`src/rtl/hdf_pkg.sv`:
```
package hdf_pkg;

    localparam int LANE_W = 8;

    typedef struct packed {
        logic [LANE_W-1:0] a;   // upper lane
        logic [LANE_W-1:0] b;   // lower lane
    } lanes_t;

    typedef enum logic {
        HALF_A = 1'b0,
        HALF_B = 1'b1
    } half_e;

    // bytes consumed by one accepted access
    function automatic logic [1:0] access_bytes(input logic word_access);
        return word_access ? 2'd2 : 2'd1;
    endfunction

endpackage

```
`src/rtl/hdf_edge.sv`:
```
module hdf_edge (
    input  logic clk,
    input  logic rst,
    input  logic strobe_n,
    output logic rise
);
    logic prev_n;

    always_ff @(posedge clk) begin
        if (rst) prev_n <= 1'b1;
        else     prev_n <= strobe_n;
    end

    assign rise = strobe_n & ~prev_n;
endmodule

```
`src/rtl/hdf_fifo.sv`:
```
module hdf_fifo
    import hdf_pkg::*;
#(
    parameter int DEPTH = 4
) (
    input  logic   clk,
    input  logic   rst,
    input  logic   push,
    input  lanes_t din,
    input  logic   pop,
    output lanes_t head,
    output logic   full,
    output logic   empty
);
    localparam int AW = (DEPTH > 1) ? $clog2(DEPTH) : 1;

    lanes_t        mem [DEPTH];
    logic [AW-1:0] wptr, rptr;
    logic [AW:0]   fill;
    logic          do_push, do_pop;

    assign full    = (fill == (AW+1)'(DEPTH));
    assign empty   = (fill == '0);
    assign do_push = push & ~full;
    assign do_pop  = pop & ~empty;
    assign head    = mem[rptr];

    always_ff @(posedge clk) begin
        if (rst) begin
            wptr <= '0;
            rptr <= '0;
            fill <= '0;
        end else begin
            if (do_push) begin
                mem[wptr] <= din;
                wptr      <= (wptr == AW'(DEPTH-1)) ? '0 : wptr + 1'b1;
            end
            if (do_pop)
                rptr <= (rptr == AW'(DEPTH-1)) ? '0 : rptr + 1'b1;
            case ({do_push, do_pop})
                2'b10:   fill <= fill + 1'b1;
                2'b01:   fill <= fill - 1'b1;
                default: fill <= fill;
            endcase
        end
    end
endmodule

```
`src/rtl/hdf_counter.sv`:
```
module hdf_counter
    import hdf_pkg::*;
#(
    parameter int CNT_W = 16
) (
    input  logic             clk,
    input  logic             rst,
    input  logic             load,
    input  logic [CNT_W-1:0] load_val,
    input  logic             dec,
    input  logic             dec_word,
    output logic [CNT_W-1:0] count,
    output logic             zero
);
    logic [CNT_W-1:0] step;

    assign step = CNT_W'(access_bytes(dec_word));
    assign zero = (count == '0);

    always_ff @(posedge clk) begin
        if (rst)
            count <= '0;
        else if (load)
            count <= load_val;
        else if (dec)
            count <= (count < step) ? '0 : count - step;
    end
endmodule

```
`src/rtl/host_dma_fifo.sv`:
```
module host_dma_fifo
    import hdf_pkg::*;
#(
    parameter int DEPTH = 4,
    parameter int CNT_W = 16
) (
    input  logic             clk,
    input  logic             rst,
    input  logic             cfg_dir_rd,
    input  logic             cfg_wide,
    input  logic             cfg_burst,
    input  logic             cnt_load,
    input  logic [CNT_W-1:0] cnt_value,
    input  logic             dack_n,
    input  logic             rd_n,
    input  logic             wr_n,
    input  logic [15:0]      host_din,
    output logic [15:0]      host_dout,
    output logic             drq,
    output logic             burst_rdy,
    output logic [CNT_W-1:0] xfer_left,
    input  logic             side_push,
    input  logic [15:0]      side_din,
    input  logic             side_pop,
    output logic [15:0]      side_dout,
    output logic             side_full,
    output logic             side_empty
);
    localparam int NSTROBE = 2;   // index 0: read, 1: write

    logic [NSTROBE-1:0] strobe_n, rise;
    lanes_t             head, fifo_din;
    logic               full, empty, cnt_zero;
    logic               fifo_push, fifo_pop;
    logic               rd_take, wr_take, rd_byte, wr_byte;
    logic               host_pop, host_push;
    half_e              half;
    logic [LANE_W-1:0]  hold_a;

    assign strobe_n = {wr_n, rd_n};

    for (genvar g = 0; g < NSTROBE; g++) begin : g_edge
        hdf_edge u_edge (
            .clk      (clk),
            .rst      (rst),
            .strobe_n (strobe_n[g]),
            .rise     (rise[g])
        );
    end

    // access qualification
    assign rd_byte = ~cfg_wide & ~cfg_burst;
    assign wr_byte = ~cfg_wide;
    assign rd_take = rise[0] & ~cnt_zero & cfg_dir_rd & ~empty
                   & (cfg_burst | ~dack_n);
    assign wr_take = rise[1] & ~cnt_zero & ~cfg_dir_rd & ~full & ~dack_n;

    assign host_pop  = rd_take & (~rd_byte | (half == HALF_B));
    assign host_push = wr_take & (~wr_byte | (half == HALF_B));

    always_ff @(posedge clk) begin
        if (rst) begin
            half   <= HALF_A;
            hold_a <= '0;
        end else if (cnt_load) begin
            half <= HALF_A;
        end else if ((rd_take & rd_byte) | (wr_take & wr_byte)) begin
            half <= (half == HALF_A) ? HALF_B : HALF_A;
            if (wr_take && half == HALF_A)
                hold_a <= host_din[LANE_W-1:0];
        end
    end

    // FIFO source and sink by direction
    always_comb begin
        if (cfg_dir_rd)
            fifo_din = lanes_t'(side_din);
        else if (wr_byte)
            fifo_din = '{a: hold_a, b: host_din[LANE_W-1:0]};
        else
            fifo_din = lanes_t'(host_din);
    end

    assign fifo_push = cfg_dir_rd ? side_push : host_push;
    assign fifo_pop  = cfg_dir_rd ? host_pop  : side_pop;

    hdf_fifo #(.DEPTH(DEPTH)) u_fifo (
        .clk   (clk),
        .rst   (rst),
        .push  (fifo_push),
        .din   (fifo_din),
        .pop   (fifo_pop),
        .head  (head),
        .full  (full),
        .empty (empty)
    );

    hdf_counter #(.CNT_W(CNT_W)) u_cnt (
        .clk      (clk),
        .rst      (rst),
        .load     (cnt_load),
        .load_val (cnt_value),
        .dec      (rd_take | wr_take),
        .dec_word (rd_take ? ~rd_byte : ~wr_byte),
        .count    (xfer_left),
        .zero     (cnt_zero)
    );

    // host read data
    always_comb begin
        host_dout = '0;
        if (cfg_dir_rd && !empty) begin
            if (cfg_burst)
                host_dout = head;
            else if (!dack_n && !rd_n)
                host_dout = cfg_wide ? 16'(head)
                                     : {8'h00, (half == HALF_B) ? head.b : head.a};
        end
    end

    assign burst_rdy  = cfg_dir_rd ? ~empty : ~full;
    assign drq        = ~cnt_zero & burst_rdy;
    assign side_dout  = head;
    assign side_full  = full;
    assign side_empty = empty;
endmodule

```
`config.mk`:
```
export PLATFORM = sky130hd
export DESIGN_NAME = host_dma_fifo
export DESIGN_NICKNAME = d
export VERILOG_FILES = /design/src/rtl/hdf_pkg.sv /design/src/rtl/hdf_edge.sv /design/src/rtl/hdf_fifo.sv /design/src/rtl/hdf_counter.sv /design/src/rtl/host_dma_fifo.sv
export SDC_FILE = /design/constraint.sdc
export NUM_CORES = 1
export LEC_CHECK = 0
export ABC_AREA = 1
export CAP_MARGIN = 20
export CORE_ASPECT_RATIO = 1.2
export CORE_MARGIN = 4
export CORE_UTILIZATION = 35
export DETAILED_ROUTE_END_ITERATION = 12
export PLACE_DENSITY = 0.57
export SLEW_MARGIN = 10
export SYNTH_ARGS = -nofsm -noshare
export SYNTH_HDL_FRONTEND = slang
export SYNTH_HIERARCHICAL = 1
export SYNTH_SLANG_ARGS = --single-unit
```
`constraint.sdc`:
```
create_clock -name clk -period 3.8 [get_ports clk]
set_input_delay 0.38 -clock clk [delete_from_list [all_inputs] [get_ports clk]]
set_output_delay 0.38 -clock clk [all_outputs]
set_load 0.02 [all_outputs]
```
; After elaboration in Yosys (flattened, before gate mapping)
; Memory sizes are Yosys's and may differ from the RTL's. A register that Yosys moved wholly into a read port is not among the register bits.
; Cells that the tools add are included.
[totals]
register_bits = 34
latchBits = 0
mem_bits_rw = 64
romBits = 0
in_bits = 59
out_inout_bits = 52
wordCells = 91
mem_count = 1
[classes]
add_sub_neg = 5
n_mul = 0
n_div = 0
n_lt_le_gt_ge = 1
n_eq_ne = 5
shift = 0
mux = 24
bitwise = 35
n_reduce_logical = 12
[mem_list]
columns = memory, words, word_bits, rd, rd_clocked_by_memory_dff, write_ports, line
row1 = u_fifo.mem, 4, 16, 1, 1, 1, hdf_fifo.sv:17  ; lanes_t mem [DEPTH];
[ops]
columns = operator, n
row1 = 16-bit two-way mux, 9
row2 = 1-bit AND, 18
row3 = 16-bit zero test, 1
row4 = 16-bit by 2-bit < comparator with 1-bit output, 1
row5 = 16-bit by 2-bit subtractor with 16-bit output, 1
row6 = 1-bit inverter, 12
row7 = 2-bit two-way mux, 5
row8 = 1-bit two-way mux, 8
row9 = 8-bit two-way mux, 1
row10 = 2-bit == test (second input constant), 3
row11 = 3-bit case mux with 2 select lines, 1
row12 = 1-bit OR, 5
row13 = 2-bit by 1-bit adder with 2-bit output (second input constant), 2
row14 = 2-bit nonzero test, 2
row15 = 3-bit by 1-bit adder with 3-bit output (second input constant), 1
row16 = 3-bit == test (second input constant), 1
row17 = 1-bit logical AND, 3
row18 = 1-bit zero test, 3
row19 = 3-bit zero test, 1
row20 = 3-bit AND reduction, 1
row21 = 3-bit by 1-bit subtractor with 3-bit output (second input constant), 1
row22 = 2-bit by 1-bit == test with 1-bit output (second input constant), 1
row23 = 2-bit OR reduction, 1

; Logic depth before layout (Yosys ltp)
[logic_depth]
depth_word = 12
ltp_mapped = 21
depth_no_buf = 21

; Hierarchy
; Netlist, hierarchy kept.
[modules_own_cells]
columns = module, n_inst, cells_per_inst, area_each_um2, seq_area_each_um2
row1 = hdf_fifo, 1, 222, 2864.0, 2102.0
row2 = hdf_counter, 1, 172, 1277.5, 320.3
row3 = host_dma_fifo, 1, 200, 1149.9, 180.2
row4 = hdf_edge, 2, 5, 37.5, 20.0

; Worst setup path before layout
; Ideal clock, no wire load.
[synth_timing]
kind = register to register
startpoint = register u_cnt.count[8]
endpoint = memory u_fifo/mem[0][0] (netlist name) (enable)
setup_ps = 413
arrival_time_ps = 2832
t_required_ps = 3387
path_slack_ps = 555
stages_incl_launch_ff = 11
path_buffers = 0
period_less_slack_ps = 3245
cell_sequence = dfxtp_1 > nor2_4 > nand2_2 > nor2_2 > nand4_1 > nor2_1 > nor2_4 > nand3_4 > o21ai_0 > nand2_2 > nor3b_1
[synth_via]
elab_chain_cells = 12
[synth_lines]
columns = item, line
row1 = "start, declared", hdf_counter.sv:12  ; output logic [CNT_W-1:0] count,
row2 = "start signal, assigned", hdf_counter.sv:24  ; count <= load_val;
row3 = "start signal, assigned", hdf_counter.sv:26  ; count <= (count < step) ? '0 : count - step;
row4 = 16-bit zero test, hdf_counter.sv:18  ; assign zero = (count == '0);
row5 = net cnt_zero, host_dma_fifo.sv:33  ; logic full, empty, cnt_zero;
row6 = 1-bit inverter, host_dma_fifo.sv:56  ; assign wr_take = rise[1] & ~cnt_zero & ~cfg_dir_rd & ~full & ~dack_n;
row7 = 1-bit AND (4 in a row), host_dma_fifo.sv:56
row8 = 1-bit AND, host_dma_fifo.sv:59  ; assign host_push = wr_take & (~wr_byte | (half == HALF_B));
row9 = 1-bit two-way mux, host_dma_fifo.sv:84  ; assign fifo_push = cfg_dir_rd ? side_push : host_push;
row10 = net fifo_push, host_dma_fifo.sv:34  ; logic fifo_push, fifo_pop;
row11 = 1-bit AND, hdf_fifo.sv:24  ; assign do_push = push & ~full;
row12 = 1-bit two-way mux, hdf_fifo.sv:34  ; if (do_push) begin
row13 = 1-bit two-way mux, hdf_fifo.sv:29  ; if (rst) begin
row14 = 1-bit two-way mux (implied by the code), hdf_fifo.sv:35  ; mem[wptr] <= din;
row15 = "end, declared", hdf_fifo.sv:17
; The timed path passes the listed nets, and every way through them passes these cells.

; Final worst setup path
[layout_timing]
startpoint = register u_cnt.count[8]
endpoint = register u_cnt.count[15]
[layout_via]
elab_chain_cells = 12
word_cells_on_any_way = 19
cone_classes = add/sub (1) / order compare (1) / mux (5) / bitwise (10) / reduce/logical (2)
[layout_lines]
columns = item, line
row1 = 16-bit zero test *, hdf_counter.sv:18
row2 = net cnt_zero, host_dma_fifo.sv:33
row3 = 1-bit inverter *, "host_dma_fifo.sv:54, host_dma_fifo.sv:56"
row4 = 1-bit AND (3 in a row), host_dma_fifo.sv:54  ; assign rd_take = rise[0] & ~cnt_zero & cfg_dir_rd & ~empty
row5 = 1-bit AND, host_dma_fifo.sv:55  ; & (cfg_burst | ~dack_n);
row6 = 1-bit two-way mux, host_dma_fifo.sv:104  ; .dec_word (rd_take ? ~rd_byte : ~wr_byte),
row7 = 2-bit two-way mux, hdf_pkg.sv:17  ; return word_access ? 2'd2 : 2'd1;
row8 = 16-bit by 2-bit subtractor with 16-bit output / 16-bit by 2-bit < comparator with 1-bit output (equally long branches), hdf_counter.sv:26
row9 = 16-bit two-way mux, hdf_counter.sv:26
row10 = 16-bit two-way mux, hdf_counter.sv:25  ; else if (dec)
row11 = 16-bit two-way mux, hdf_counter.sv:23  ; else if (load)
; Mark *: on every way through the listed nets, which the timed path passes. The rest lies on a longest branch. The select of a mux whose other input is x is not followed.
; A chain may end at the register's enable or synchronous reset.

==> metrics <==
Setup Skew=7.54 ps; Reg-to-Reg End=u_cnt/count[15]; initial antenna violation count=0; largest net degree at the start of global routing=33; num ports=111; first-pass GRT wire length=22.6 mm; Clock Root Buffer=clkbuf_16; fin cells=924; Yosys top cell area share=35.8%; syn_area_per_cell=8.88 um2; final slew viol count=0; CTS tree=yes; die area=17400 um2; WP data arrival=3550 ps; Layout area overhead=30.4%; Warnings, synthesis=6; Die Wd=121 um; Bufs and invs on worst path=2; commonest non-fill, non-tap cell in the layout=clkdlybuf4s50_1; # DRC=0; CP max-delay cell=dfxtp_1; delay-heaviest family, CP=simple AND/OR/NAND/NOR gates; num rows=49; cells on worst reg2reg path=20; Nets=785; leakage=2.69 nW; Worst Hold Path Cells=4; Max VDD drop=0.179 mV; gpl congestion=0.865; kind of critical path=register to register; setup tns final=0 ps; vias in the first global route=4323; Worst slew margin=53.0%; met2 usage=31.3%; crit path max fanout=6; Vias/cell=4.84; gr busiest metal=met2; Port Buffers=110; f_max=0.305 GHz; layout cells sized above 1=13.3%; CP cell instances=nor2_4 -> nand2_2 -> nor2_2 -> nand4_1 -> nor2_1 -> inv_1 -> nand2_1 -> nor2_1 -> nand2_1 -> o21ai_0 -> inv_1 -> ha_1 -> fa_1 -> nand2_4 -> nor2_4 -> nand2_4 -> nand2_8 -> nor2_8 -> nand3_2 -> a21oi_2; Max clock buf depth=2; synth top area cells=edfxtp_1 36%, dfxtp_1 13%, nor2_1 6.9%; status=finished clean; router iterations before antenna repair=4; async set-reset flop share out of synthesis=0%; maxcap violations=0; final setup violation count=0; Post-CTS Hold Buffers=0; Tightest Pin Transition=703 ps; met3 Usage GRT=3.19%; Wirelength per Cell=16.3 um; grt ovf=0; Final Hold Viols=0; power density cells=407 nW/um2; DP Cell Count=908; Post-Syn Nets=674; Detail Route Antenna Nets=0; post-synth top area cell=edfxtp_1; critical path required time=4080 ps; met1 usage=19.7%; CTS clk-pin slew, worst paths=70 ps; Antenna Cells=0; HPWL Detailed=11.4 mm; Final Cell Area=7000 um2; 1st-iter DRT viols=244; clk sink count=100; Total Wirelength=15.1 mm; Placeable Area=15000 um2; post-layout min period=3270 ps; Gate Count Post-Synth=604; RSZ-0062 raised after global routing=no; Initial Util=35.7%; Design Power=2.85 mW; area of placed instances=6700 um2; Yosys reg bits=100; Setup Buffers After CTS=0; Hold Path Class=register to register; Worst Setup Start Kind=register; worst hold endpoint=hold_a[3]; htree depth=3; TritonCTS buffer count=9; CP Capture Type=register; Tot GR Track Use=16.9%; Synth Flop Type=edfxtp_1; via count=4474; most frequent cells in the layout=110 x clkdlybuf4s50_1, 99 x nor2_1, 97 x nand2_1, 65 x inv_1, 64 x edfxtp_1; DIE HEIGHT=144 um; setup slack, reg-to-reg=530 ps; register area share after synthesis=49.2%; unique cell type count in the Yosys netlist=44; Final Cycle Share=86.2%; CP peak stage delay=490 ps; clock latency on the worst-skew pair=340 ps; Cell Area, Synth=5370 um2; number of synthesized flops with an enable pin=64; launching point of the worst reg2reg path=u_cnt/count[8]; Resized cells post-CTS=0; Hold Startpoint=hold_a[3]
kinds of logic after synthesis:
kind of cell	count (synthesis)	share of synthesized area, %
and+or+nand+nor	280	27.4
AOI/OAI and AO/OA	113	12.3
buffers and inverters	95	7.39
adders and majority gates	11	2.84
DFF	100	49.2
xor gates and xnor gates	5	0.816
flip-flops by register name (all words and copies together) (netlist names), named ones only:
name / cells
g_edge.u_edge/prev_n: 2
hold_a: 8
half: 1
u_fifo/mem: 64
u_cnt/count: 16
u_fifo/wptr: 2
u_fifo/fill: 3
u_fifo/rptr: 2
worst reg2reg max path, stage by stage (launching register included):
cell     delay (ps)
dfxtp_1         490
nor2_4           90
nand2_2          80
nor2_2           60
nand4_1          60
nor2_1           90
inv_1            70
nand2_1          40
nor2_1          140
nand2_1         110
o21ai_0         410
inv_1           170
ha_1            250
fa_1            420
nand2_4         140
nor2_4           70
nand2_4          90
nand2_8          80
nor2_8          160
nand3_2          90
a21oi_2         120
where the power goes:
group          total (mW)  switching (mW)  internal, mW
clock network       0.898           0.434         0.464
logic               0.714           0.421         0.293
registers            1.24          0.0407          1.20
per-stage QoR:
| stage | hold slack (ps) | utilization (%) | worst slack (ps) |
|---|---|---|---|
| 2_1_floorplan | 472 | - | 555 |
| 3_3_place_gp | 502 | 44.6 | 563 |
| 3_5_place_dp | 499 | 44.6 | 470 |
| 4_1_cts | 513 | 46.6 | 519 |
| 5_1_grt | 535 | 46.6 | 152 |
| 6_report | 513 | 46.6 | 526 |
how the worst max path moves through the flow:
stage / from / endpoint / slack, ps / depth (start not counted)
finish: u_cnt/count[8] / u_cnt/count[15] / 530 / 20
global route: u_cnt/count[8] / u_cnt/count[14] / 150 / 20
CTS: u_cnt/count[11] / u_cnt/count[15] / 520 / 20
detailed placement: rd_n / u_cnt/count[15] / 470 / 17
global placement: rd_n / u_cnt/count[9] / 560 / 17
floorplan: u_cnt/count[8] / u_fifo/mem[0][0] / 560 / 10
synth_stat cells (8+ instances only):
master    number
a21oi_1       29
a21oi_2        9
a22oi_1       10
buf_2          8
dfxtp_1       36
edfxtp_1      64
ha_1           9
inv_1         65
inv_2          8
nand2_1       97
nand3_1       13
nand3_2        9
nand4_1       12
nor2_1        99
o21ai_0       17
o21ai_1       28
o22ai_1       16
cell type report:
type                            instances  area [um2]
Clock buffer                            9         225
Fill cell                            1426        8020
Timing Repair Buffer                  120        1180
Inverter                               75         282
Tap cell                              204         255
Clock inverter                          7        70.1
Multi-Input combinational cell        409        2350
Sequential cell                       100        2640
per-layer routing:
| metal | vias up | share of wire [%] |
|---|---|---|
| met4 | 0 | 1.9 |
| met5 | - | 0 |
| met2 | 132 | 51 |
| li1 | 2239 | - |
| met1 | 2088 | 41 |
| met3 | 15 | 6.2 |
No activity file was read; power rests on OpenSTA's default activity.
